`src/rtl/rev_prot_pkg.sv`:
```
package rev_prot_pkg;

    typedef enum logic [2:0] {
        OP_READ    = 3'd0,
        OP_PROG    = 3'd1,
        OP_ERASE   = 3'd2,
        OP_LOCK_RD = 3'd3,
        OP_LOCK_WR = 3'd4,
        OP_UNLOCK  = 3'd5,
        OP_RSV6    = 3'd6,
        OP_RSV7    = 3'd7
    } prot_op_e;

    typedef enum logic {
        ST_OPEN  = 1'b0,
        ST_ARMED = 1'b1
    } seq_state_e;

    typedef struct packed {
        logic set_rd;
        logic set_wr;
        logic clr_both;
    } bank_upd_t;

endpackage

```
`src/rtl/rev_prot_bank.sv`:
```
module rev_prot_bank
    import rev_prot_pkg::*;
#(
    parameter int NUM_REV = 4,
    parameter int REV_W   = (NUM_REV > 1) ? $clog2(NUM_REV) : 1
) (
    input  logic               clk,
    input  logic               rst_n,
    input  bank_upd_t          upd_i,
    input  logic [REV_W-1:0]   upd_rev_i,
    output logic [NUM_REV-1:0] rd_lock_o,
    output logic [NUM_REV-1:0] wr_lock_o
);

    for (genvar g = 0; g < NUM_REV; g++) begin : g_rev
        logic hit;
        assign hit = (upd_rev_i == REV_W'(g));

        always_ff @(posedge clk) begin
            if (!rst_n) begin
                rd_lock_o[g] <= 1'b0;
                wr_lock_o[g] <= 1'b0;
            end else if (hit) begin
                if (upd_i.clr_both) begin
                    rd_lock_o[g] <= 1'b0;
                    wr_lock_o[g] <= 1'b0;
                end else begin
                    if (upd_i.set_rd) rd_lock_o[g] <= 1'b1;
                    if (upd_i.set_wr) wr_lock_o[g] <= 1'b1;
                end
            end
        end

        AST_RD_FALL_NEEDS_CLEAR: assert property (@(posedge clk) disable iff (!rst_n)
            $fell(rd_lock_o[g]) |-> $past(upd_i.clr_both && upd_rev_i == REV_W'(g)));
        AST_WR_FALL_NEEDS_CLEAR: assert property (@(posedge clk) disable iff (!rst_n)
            $fell(wr_lock_o[g]) |-> $past(upd_i.clr_both && upd_rev_i == REV_W'(g)));
    end

endmodule

```
`src/rtl/rev_any_or.sv`:
```
module rev_any_or #(
    parameter int NUM_REV = 4
) (
    input  logic [NUM_REV-1:0] bits_i,
    output logic               any_o
);

    logic [NUM_REV:0] chain;
    assign chain[0] = 1'b0;

    for (genvar g = 0; g < NUM_REV; g++) begin : g_or
        assign chain[g+1] = chain[g] | bits_i[g];
    end

    assign any_o = chain[NUM_REV];

endmodule

```
`src/rtl/rev_seq_fsm.sv`:
```
module rev_seq_fsm
    import rev_prot_pkg::*;
#(
    parameter int NUM_REV = 4,
    parameter int REV_W   = (NUM_REV > 1) ? $clog2(NUM_REV) : 1
) (
    input  logic             clk,
    input  logic             rst_n,
    input  logic             cmd_valid_i,
    input  logic [2:0]       cmd_op_i,
    input  logic [REV_W-1:0] cmd_rev_i,
    input  logic             sel_rd_i,
    input  logic             sel_wr_i,
    output bank_upd_t        upd_o,
    output logic [REV_W-1:0] upd_rev_o,
    output logic             grant_o,
    output logic             deny_o
);

    seq_state_e       state_q, state_d;
    logic [REV_W-1:0] arm_rev_q, arm_rev_d;
    logic             grant_d;
    prot_op_e         op;

    assign op        = prot_op_e'(cmd_op_i);
    assign upd_rev_o = cmd_rev_i;

    always_ff @(posedge clk) begin
        if (!rst_n) begin
            state_q   <= ST_OPEN;
            arm_rev_q <= '0;
            grant_o   <= 1'b0;
            deny_o    <= 1'b0;
        end else begin
            state_q   <= state_d;
            arm_rev_q <= arm_rev_d;
            grant_o   <= cmd_valid_i && grant_d;
            deny_o    <= cmd_valid_i && !grant_d;
        end
    end

    always_comb begin
        state_d   = state_q;
        arm_rev_d = arm_rev_q;
        grant_d   = 1'b0;
        upd_o     = '0;
        if (cmd_valid_i) begin
            if (state_q == ST_ARMED && op == OP_ERASE && cmd_rev_i == arm_rev_q) begin
                grant_d        = 1'b1;
                upd_o.clr_both = 1'b1;
                state_d        = ST_OPEN;
            end else begin
                state_d = ST_OPEN;
                unique case (op)
                    OP_READ:  grant_d = !sel_rd_i;
                    OP_PROG:  grant_d = !sel_wr_i;
                    OP_ERASE: begin
                        grant_d        = !sel_wr_i;
                        upd_o.clr_both = !sel_wr_i;
                    end
                    OP_LOCK_RD: begin
                        grant_d      = 1'b1;
                        upd_o.set_rd = 1'b1;
                    end
                    OP_LOCK_WR: begin
                        grant_d      = 1'b1;
                        upd_o.set_wr = 1'b1;
                    end
                    OP_UNLOCK: begin
                        grant_d   = 1'b1;
                        state_d   = ST_ARMED;
                        arm_rev_d = cmd_rev_i;
                    end
                    default: grant_d = 1'b0;
                endcase
            end
        end
    end

    AST_READ_LOCK_DENY: assert property (@(posedge clk) disable iff (!rst_n)
        cmd_valid_i && op == OP_READ && sel_rd_i |=> deny_o && !grant_o);
    AST_PROG_LOCK_DENY: assert property (@(posedge clk) disable iff (!rst_n)
        cmd_valid_i && op == OP_PROG && sel_wr_i |=> deny_o && !grant_o);
    AST_RSV_DENY: assert property (@(posedge clk) disable iff (!rst_n)
        cmd_valid_i && cmd_op_i[2:1] == 2'b11 |=> deny_o);
    AST_ONE_RESPONSE: assert property (@(posedge clk) disable iff (!rst_n)
        cmd_valid_i |=> $onehot({grant_o, deny_o}));
    AST_NO_SPURIOUS: assert property (@(posedge clk) disable iff (!rst_n)
        !cmd_valid_i |=> !grant_o && !deny_o);
    AST_IDLE_KEEPS_ARM: assert property (@(posedge clk) disable iff (!rst_n)
        !cmd_valid_i && state_q == ST_ARMED |=> state_q == ST_ARMED);

endmodule

```
`src/rtl/rev_protect_ctrl.sv`:
```
module rev_protect_ctrl
    import rev_prot_pkg::*;
#(
    parameter int NUM_REV = 4,
    parameter int REV_W   = (NUM_REV > 1) ? $clog2(NUM_REV) : 1
) (
    input  logic               clk,
    input  logic               rst_n,
    input  logic               cmd_valid_i,
    input  logic [2:0]         cmd_op_i,
    input  logic [REV_W-1:0]   cmd_rev_i,
    output logic               grant_o,
    output logic               deny_o,
    output logic               secure_o,
    output logic [NUM_REV-1:0] rd_lock_o,
    output logic [NUM_REV-1:0] wr_lock_o
);

    bank_upd_t        upd;
    logic [REV_W-1:0] upd_rev;
    logic             sel_rd, sel_wr;

    assign sel_rd = rd_lock_o[cmd_rev_i];
    assign sel_wr = wr_lock_o[cmd_rev_i];

    rev_seq_fsm #(.NUM_REV(NUM_REV), .REV_W(REV_W)) u_fsm (
        .clk        (clk),
        .rst_n      (rst_n),
        .cmd_valid_i(cmd_valid_i),
        .cmd_op_i   (cmd_op_i),
        .cmd_rev_i  (cmd_rev_i),
        .sel_rd_i   (sel_rd),
        .sel_wr_i   (sel_wr),
        .upd_o      (upd),
        .upd_rev_o  (upd_rev),
        .grant_o    (grant_o),
        .deny_o     (deny_o)
    );

    rev_prot_bank #(.NUM_REV(NUM_REV), .REV_W(REV_W)) u_bank (
        .clk      (clk),
        .rst_n    (rst_n),
        .upd_i    (upd),
        .upd_rev_i(upd_rev),
        .rd_lock_o(rd_lock_o),
        .wr_lock_o(wr_lock_o)
    );

    rev_any_or #(.NUM_REV(NUM_REV)) u_any (
        .bits_i(rd_lock_o),
        .any_o (secure_o)
    );

    AST_DENY_FREEZES: assert property (@(posedge clk) disable iff (!rst_n)
        deny_o |-> $stable(rd_lock_o) && $stable(wr_lock_o));
    AST_SECURE_RISE: assert property (@(posedge clk) disable iff (!rst_n)
        $rose(secure_o) |-> $past(cmd_valid_i && cmd_op_i == 3'd3));

endmodule

```
`config.mk`:
```
export PLATFORM = sky130hd
export DESIGN_NAME = rev_protect_ctrl
export DESIGN_NICKNAME = d
export VERILOG_FILES = /design/src/rtl/rev_prot_pkg.sv /design/src/rtl/rev_prot_bank.sv /design/src/rtl/rev_any_or.sv /design/src/rtl/rev_seq_fsm.sv /design/src/rtl/rev_protect_ctrl.sv
export SDC_FILE = /design/constraint.sdc
export NUM_CORES = 1
export LEC_CHECK = 0
export BUFFER_PORTS_ARGS = -buffer_cell sky130_fd_sc_hd__buf_2
export CAP_MARGIN = 30
export CORE_MARGIN = 2
export CORE_UTILIZATION = 48
export DETAILED_ROUTE_END_ITERATION = 10
export PLACE_DENSITY_LB_ADDON = 0.08
export SLEW_MARGIN = 20
export SYNTH_ARGS = -nofsm -noshare
export SYNTH_HDL_FRONTEND = slang
export SYNTH_SLANG_ARGS = --single-unit
```
`constraint.sdc`:
```
create_clock -name clk -period 1.5 [get_ports clk]
set_clock_uncertainty 0.15 [all_clocks]
set_input_delay 0.075 -clock clk [delete_from_list [all_inputs] [get_ports clk]]
set_output_delay 0.075 -clock clk [all_outputs]
set_load 0.05 [all_outputs]
```
==> results of run 1 <==
-- power by group through the flow --
stage | combinational (mW) | sequential (mW) | clock (mW)
2_1_floorplan | 0.0559 | 0.381 | 0
3_3_place_gp | 0.0995 | 0.364 | 0
3_5_place_dp | 0.101 | 0.364 | 0
4_1_cts | 0.115 | 0.356 | 0.232
5_1_grt | 0.131 | 0.357 | 0.245
6_report | 0.124 | 0.356 | 0.227
-- logic make-up (layout without fill, tap and decap cells) --
logic type                Yosys count  count (layout)  share of synthesized area
and+or+nand+nor                    22              22                      0.216
DFF                                13              13                      0.391
muxes                               4               4                     0.0977
xor gates and xnor gates            2               2                     0.0263
AOI/OAI and AO/OA                  21              21                      0.222
buffers and inverters               6              32                     0.0470
-- critical path: stages (launching register included) --
cell,delay (ns)
dfxtp_2,0.33
buf_4,0.13
or4_4,0.42
buf_8,0.17
-- layer usage --
| layer | up-vias | global-route usage | share of wire |
|---|---|---|---|
| met3 | 2 | 0.0870 | 0.095 |
| met5 | - | 0 | 0 |
| met2 | 49 | 0.371 | 0.49 |
| met1 | 301 | 0.286 | 0.41 |
| li1 | 317 | - | - |
| met4 | 0 | 0.137 | 0.0068 |
-- per-stage QoR --
| stage | setup WS (ns) | hold WS [ns] | cells | utilization |
|---|---|---|---|---|
| floorplan | -0.0238 | 0.0511 | 68 | - |
| global placement | 0.0269 | 0.188 | 99 | 0.597 |
| detailed placement | 0.000283 | 0.202 | 99 | 0.597 |
| CTS | -0.0584 | 0.0456 | 108 | 0.668 |
| global route | -0.107 | 0.0748 | 109 | 0.688 |
| finish | -0.0585 | 0.0582 | 109 | 0.688 |
-- area by class of cell --
cell class                      count  area, um2  share of cell area
Sequential cell                    13        268               0.299
Inverter                            2       7.51             0.00838
Tap cell                           15       18.8              0.0209
Clock inverter                      1       5.00             0.00559
Multi-Input combinational cell     49        393               0.439
Timing Repair Buffer               26        181               0.203
Clock buffer                        3       22.5              0.0251
-- synthesized netlist by cell type, types with 2 or more instances --
cell type   n
dfxtp_1    13
inv_1       2
clkbuf_1    2
mux4_2      2
nand2_1     3
a21oi_1     7
nor3b_1     3
a211oi_1    8
nor3_1      2
and4b_1     2
a31oi_1     3
nor2_1      3
nor2b_1     2
mux2i_1     2
xor2_1      2
-- worst paths after layout --
| kind | start | end | depth (start not counted) |
|---|---|---|---|
| setup / recovery | u_bank.rd_lock_o[3]$_SDFFE_PN0P_ | secure_o | 3 |
| hold / removal | cmd_rev_i[1] | u_fsm.arm_rev_q[1]$_SDFFE_PN0P_ | 3 |
| setup reg to reg | u_bank.rd_lock_o[3]$_SDFFE_PN0P_ | u_fsm.grant_o$_SDFF_PN0_ | 4 |
| hold reg to reg | u_fsm.state_q$_SDFFE_PN0P_ | u_fsm.state_q$_SDFFE_PN0P_ | 2 |
-- registers in the layout (all words and copies together) (netlist names) --
signal            flops
u_fsm.arm_rev_q       2
u_fsm.state_q         1
u_bank.rd_lock_o      4
u_bank.wr_lock_o      4
u_fsm.deny_o          1
u_fsm.grant_o         1
-- what timing repair did --
item                                   CTS  global route
endpoints found under the hold margin    2             0
buffers inserted                         0             1
gates resized for setup                  3             6
pin swaps                                0             1
setup endpoints to repair                5             5
hold buffers                             5             0
==> results.cfg, run 1 <==
[critical_path]
endpoint_kind = output pin
arrival_ns = 1.33
path_class = reg -> out
rrSetupSlack_ns = 0
cp_max_fo = 3
critPathRequiredTime_ns = 1.27
critPathLaunchType = flop

[cts]
path_clk_slew_ns = 0.09
h-tree-depth = 1
insertion_delay_ns = 0.28
cts_tree = yes
clock-root-buffer = clkbuf_4
numCtsBuffers = 3
clockBufferDepth = 2
clock_sinks = 13

[logic_synthesis]
synth-edff-count = 0
synth.area.top_cells = dfxtp_1 (39%), a211oi_1 (9.0%), mux4_2 (6.8%)
ys_seq_area_frac = 0.391
synthesis.area_um2 = 666
yosysTopAreaCell = dfxtp_1
synth_top_area_share = 0.391
syn_inst = 68
synth_nets = 76
synth_cell_types = 27
yosysWarningCount = 0
ys.flop_type = dfxtp_1
avgSynthCellArea_um2 = 9.79
synth_seq_cells = 13
synthArstFlopShare = 0

[floorplan]
coreArea_um2 = 1300
dieArea_um2 = 1700
boundaryPins = 19
fp-row-count = 13
initial_core_util = 0.512
die_h_um = 41.2
die_w_um = 41.2

[power_and_ir_drop]
power_frac_seq = 0.504
p_per_area_nw_per_um2 = 788
p_sw_mw = 0.207
totalPowerFinal_mw = 0.706
comb_power_share = 0.175
ir_drop_mv = 0.641
p_sw_frac = 0.293
p_int_mw = 0.499
p_leak_nw = 0.376
power_frac_clock = 0.321

[job]
maxCapViolCount = 0

[timing]
relSlewSlack = 0.735
fmax_mhz = 642
setup_tns_ns = -0.0585
setup_violations = 2
min_period_ns = 1.56
finalHoldViolations = 0
layout_setup_ws_ns = -0.0585
drv_slew = 0
worst_pin_slew_ns = 0.398
fin_crit_sh = 1.04
rsz0062_at_grt = true

[global_routing]
grt_pass1_wl_um = 2550
grt_pass1_vias = 567
grt_start_max_net_pins = 12
track_usage = 0.241
antenna_found_initial = 0
overflow = 0

[cells_and_area]
diodes = 0
layout_commonest_cell = buf_2
layout-drive-gt1-share = 0.404
fill_cells = 101
fin_area_um2 = 896
syn2layout_area_growth_pct = 34.6
layout_common_cells = buf_2 (16), a211oi_1 (8), a21oi_1 (7), dfxtp_1 (7), dfxtp_2 (6)
fin_nets = 103

[placement]
dpl-instance-area_um2 = 777
port_buffers = 18
place_congestion = 0.814
dp_hpwl_um = 1140

[status]
status = finished, violations left
failed_checks = setup timing

[routing]
routedWlPerCell_um = 16.3
ant_nets = 0
via_count = 669
first_pass_iters = 4
avgViaCountPerCell = 6.14
drtIter0Drc = 49
drcViolationCount = 0
wl_um = 1770

[min_path]
hold_class = in -> reg
Note: power is estimated with default switching activity, not from simulation.
==> inputs of run 2 (changes only) <==
ABC_CLOCK_PERIOD_IN_PS = 1500   (was default)
CORE_UTILIZATION = 35   (was 48)
==> run 2 against run 1 <==
  * The run still ends with setup timing left
  * First-iteration DRC count down 88%
  * Largest power group unchanged
  * Highest routed layer unchanged
  * Combinational power hardly changed
  * Setup slack better by 0.039 ns
  * Critical path type unchanged
  * Register-to-register slack better by 0.03 ns
  * Sequential share of layout area is 0.64 points lower
  * Hold slack gained 0.024 ns
==> results.cfg, run 2 (synthesis gave the netlist of run 1 again) <==
[status]
status = finished, violations left
failed_checks = setup timing

[routing]
first_pass_iters = 4
wl_um = 1660
drtIter0Drc = 6
ant_nets = 0
drcViolationCount = 0
routedWlPerCell_um = 13.6
avgViaCountPerCell = 5.20
via_count = 634

[power_and_ir_drop]
ir_drop_mv = 0.460
p_sw_mw = 0.189
p_leak_nw = 0.376
p_sw_frac = 0.272
p_per_area_nw_per_um2 = 755
power_frac_seq = 0.512
power_frac_clock = 0.309
p_int_mw = 0.506
comb_power_share = 0.179

[cells_and_area]
layout-drive-gt1-share = 0.412
syn2layout_area_growth_pct = 38.2
fin_cells = 122
diodes = 0
fin_area_um2 = 920
reg.largest.list = u_bank.rd_lock_o: 4 flops, u_bank.wr_lock_o: 4 flops, u_fsm.arm_rev_q: 2 flops
fin_nets = 106
fill_cells = 182
layout_commonest_cell = buf_2
layout_common_cells = buf_2 (17), a211oi_1 (8), a21oi_1 (7), dfxtp_2 (7), dfxtp_1 (6)

[global_routing]
overflow = 0
grt_pass1_vias = 574
grt_most_used_layer = met2
met2_usage = 0.246
grt_start_max_net_pins = 12
grt_util_met1 = 0.199
grt_use_met3 = 0.0415
track_usage = 0.160
antenna_found_initial = 0
grt_pass1_wl_um = 2440

[timing]
drv_slew = 0
fin_crit_sh = 1.01
finalHoldViolations = 0
relSlewSlack = 0.723
rsz0062_at_grt = true
fmax_mhz = 658
setup_violations = 1
min_period_ns = 1.52
layout_setup_ws_ns = -0.0196
worst_pin_slew_ns = 0.412

[min_path]
hold_class = in -> reg

[floorplan]
initial_core_util = 0.377
boundaryPins = 19
dieArea_um2 = 2270
die_h_um = 47.6
coreArea_um2 = 1760
fp-row-count = 15
die_w_um = 47.6

[cts]
clockBufferDepth = 2
cts_tree = yes
clock-root-buffer = clkbuf_4
path_clk_slew_ns = 0.08
h-tree-depth = 1
clock_sinks = 13
insertion_delay_ns = 0.27
numCtsBuffers = 3

[placement]
place_congestion = 0.776
dpl.cell_count = 112
port_buffers = 18
dpl-instance-area_um2 = 812
dp_hpwl_um = 1140

[job]
maxCapViolCount = 0

[critical_path]
critPathRequiredTime_ns = 1.27
arrival_ns = 1.29
path_class = reg -> out
cp_max_fo = 3
endpoint_kind = output pin
rrSetupSlack_ns = 0.03
critPathLaunchType = flop
[run 2: through the flow]
stage / worst slack (ns) / utilization / TNS (ns) / hold WS (ns) / power [mW]
global placement: 0.0207 / 0.460 / 0 / 0.192 / 0.470
floorplan: -0.0238 / - / -0.0238 / 0.0511 / 0.437
CTS: -0.0327 / 0.521 / -0.0327 / 0.0604 / 0.702
finish: -0.0196 / 0.521 / -0.0196 / 0.0821 / 0.695
detailed placement: 0.0175 / 0.460 / 0 / 0.188 / 0.470
global route: -0.0604 / 0.521 / -0.0847 / 0.0844 / 0.734
[run 2: worst max-delay path, cell delays in order, from the launching register on]
cell and delay [ns]:
dfxtp_2 0.33, or4_4 0.53, buf_8 0.17
[run 2: worst paths after layout]
kind                                    startpoint                          to  cells after the start
setup / recovery  u_bank.rd_lock_o[2]$_SDFFE_PN0P_                    secure_o                      2
hold / removal                         cmd_op_i[2]    u_fsm.grant_o$_SDFF_PN0_                      3
setup reg to reg  u_bank.wr_lock_o[3]$_SDFFE_PN0P_    u_fsm.grant_o$_SDFF_PN0_                      3
hold reg to reg         u_fsm.state_q$_SDFFE_PN0P_  u_fsm.state_q$_SDFFE_PN0P_                      2
[run 2: area by class of cell]
class | count | area [um2] | share of cell area
flip-flops and latches | 13 | 269 | 0.293
multi-input cells | 49 | 387 | 0.420
well taps | 25 | 31.3 | 0.0340
inverters | 2 | 7.51 | 0.00816
clock buffers | 4 | 26.3 | 0.0286
repair buffers | 29 | 199 | 0.216
[run 2: repair_timing]
action                                  in CTS  in global routing
gates resized for setup                      5                  2
setup buffers                                1                  1
hold buffers                                 6                  0
hold endpoints to repair                     3                  0
pin swaps                                    1                  3
endpoints found under the setup margin       2                  3
[run 2: metal layers]
metal | up-vias | part of all wire
li1 | 328 | -
met1 | 290 | 0.48
met2 | 14 | 0.46
met3 | 2 | 0.047
met4 | 0 | 0.0078
met5 | - | 0
[run 2: power groups by stage]
stage / Combinational [mW] / Sequential, mW / Clock [mW]
after floorplan: 0.0559 / 0.381 / 0
after global placement: 0.107 / 0.363 / 0
after detailed placement: 0.106 / 0.364 / 0
after CTS: 0.124 / 0.356 / 0.223
after global routing: 0.134 / 0.356 / 0.244
final: 0.125 / 0.355 / 0.215
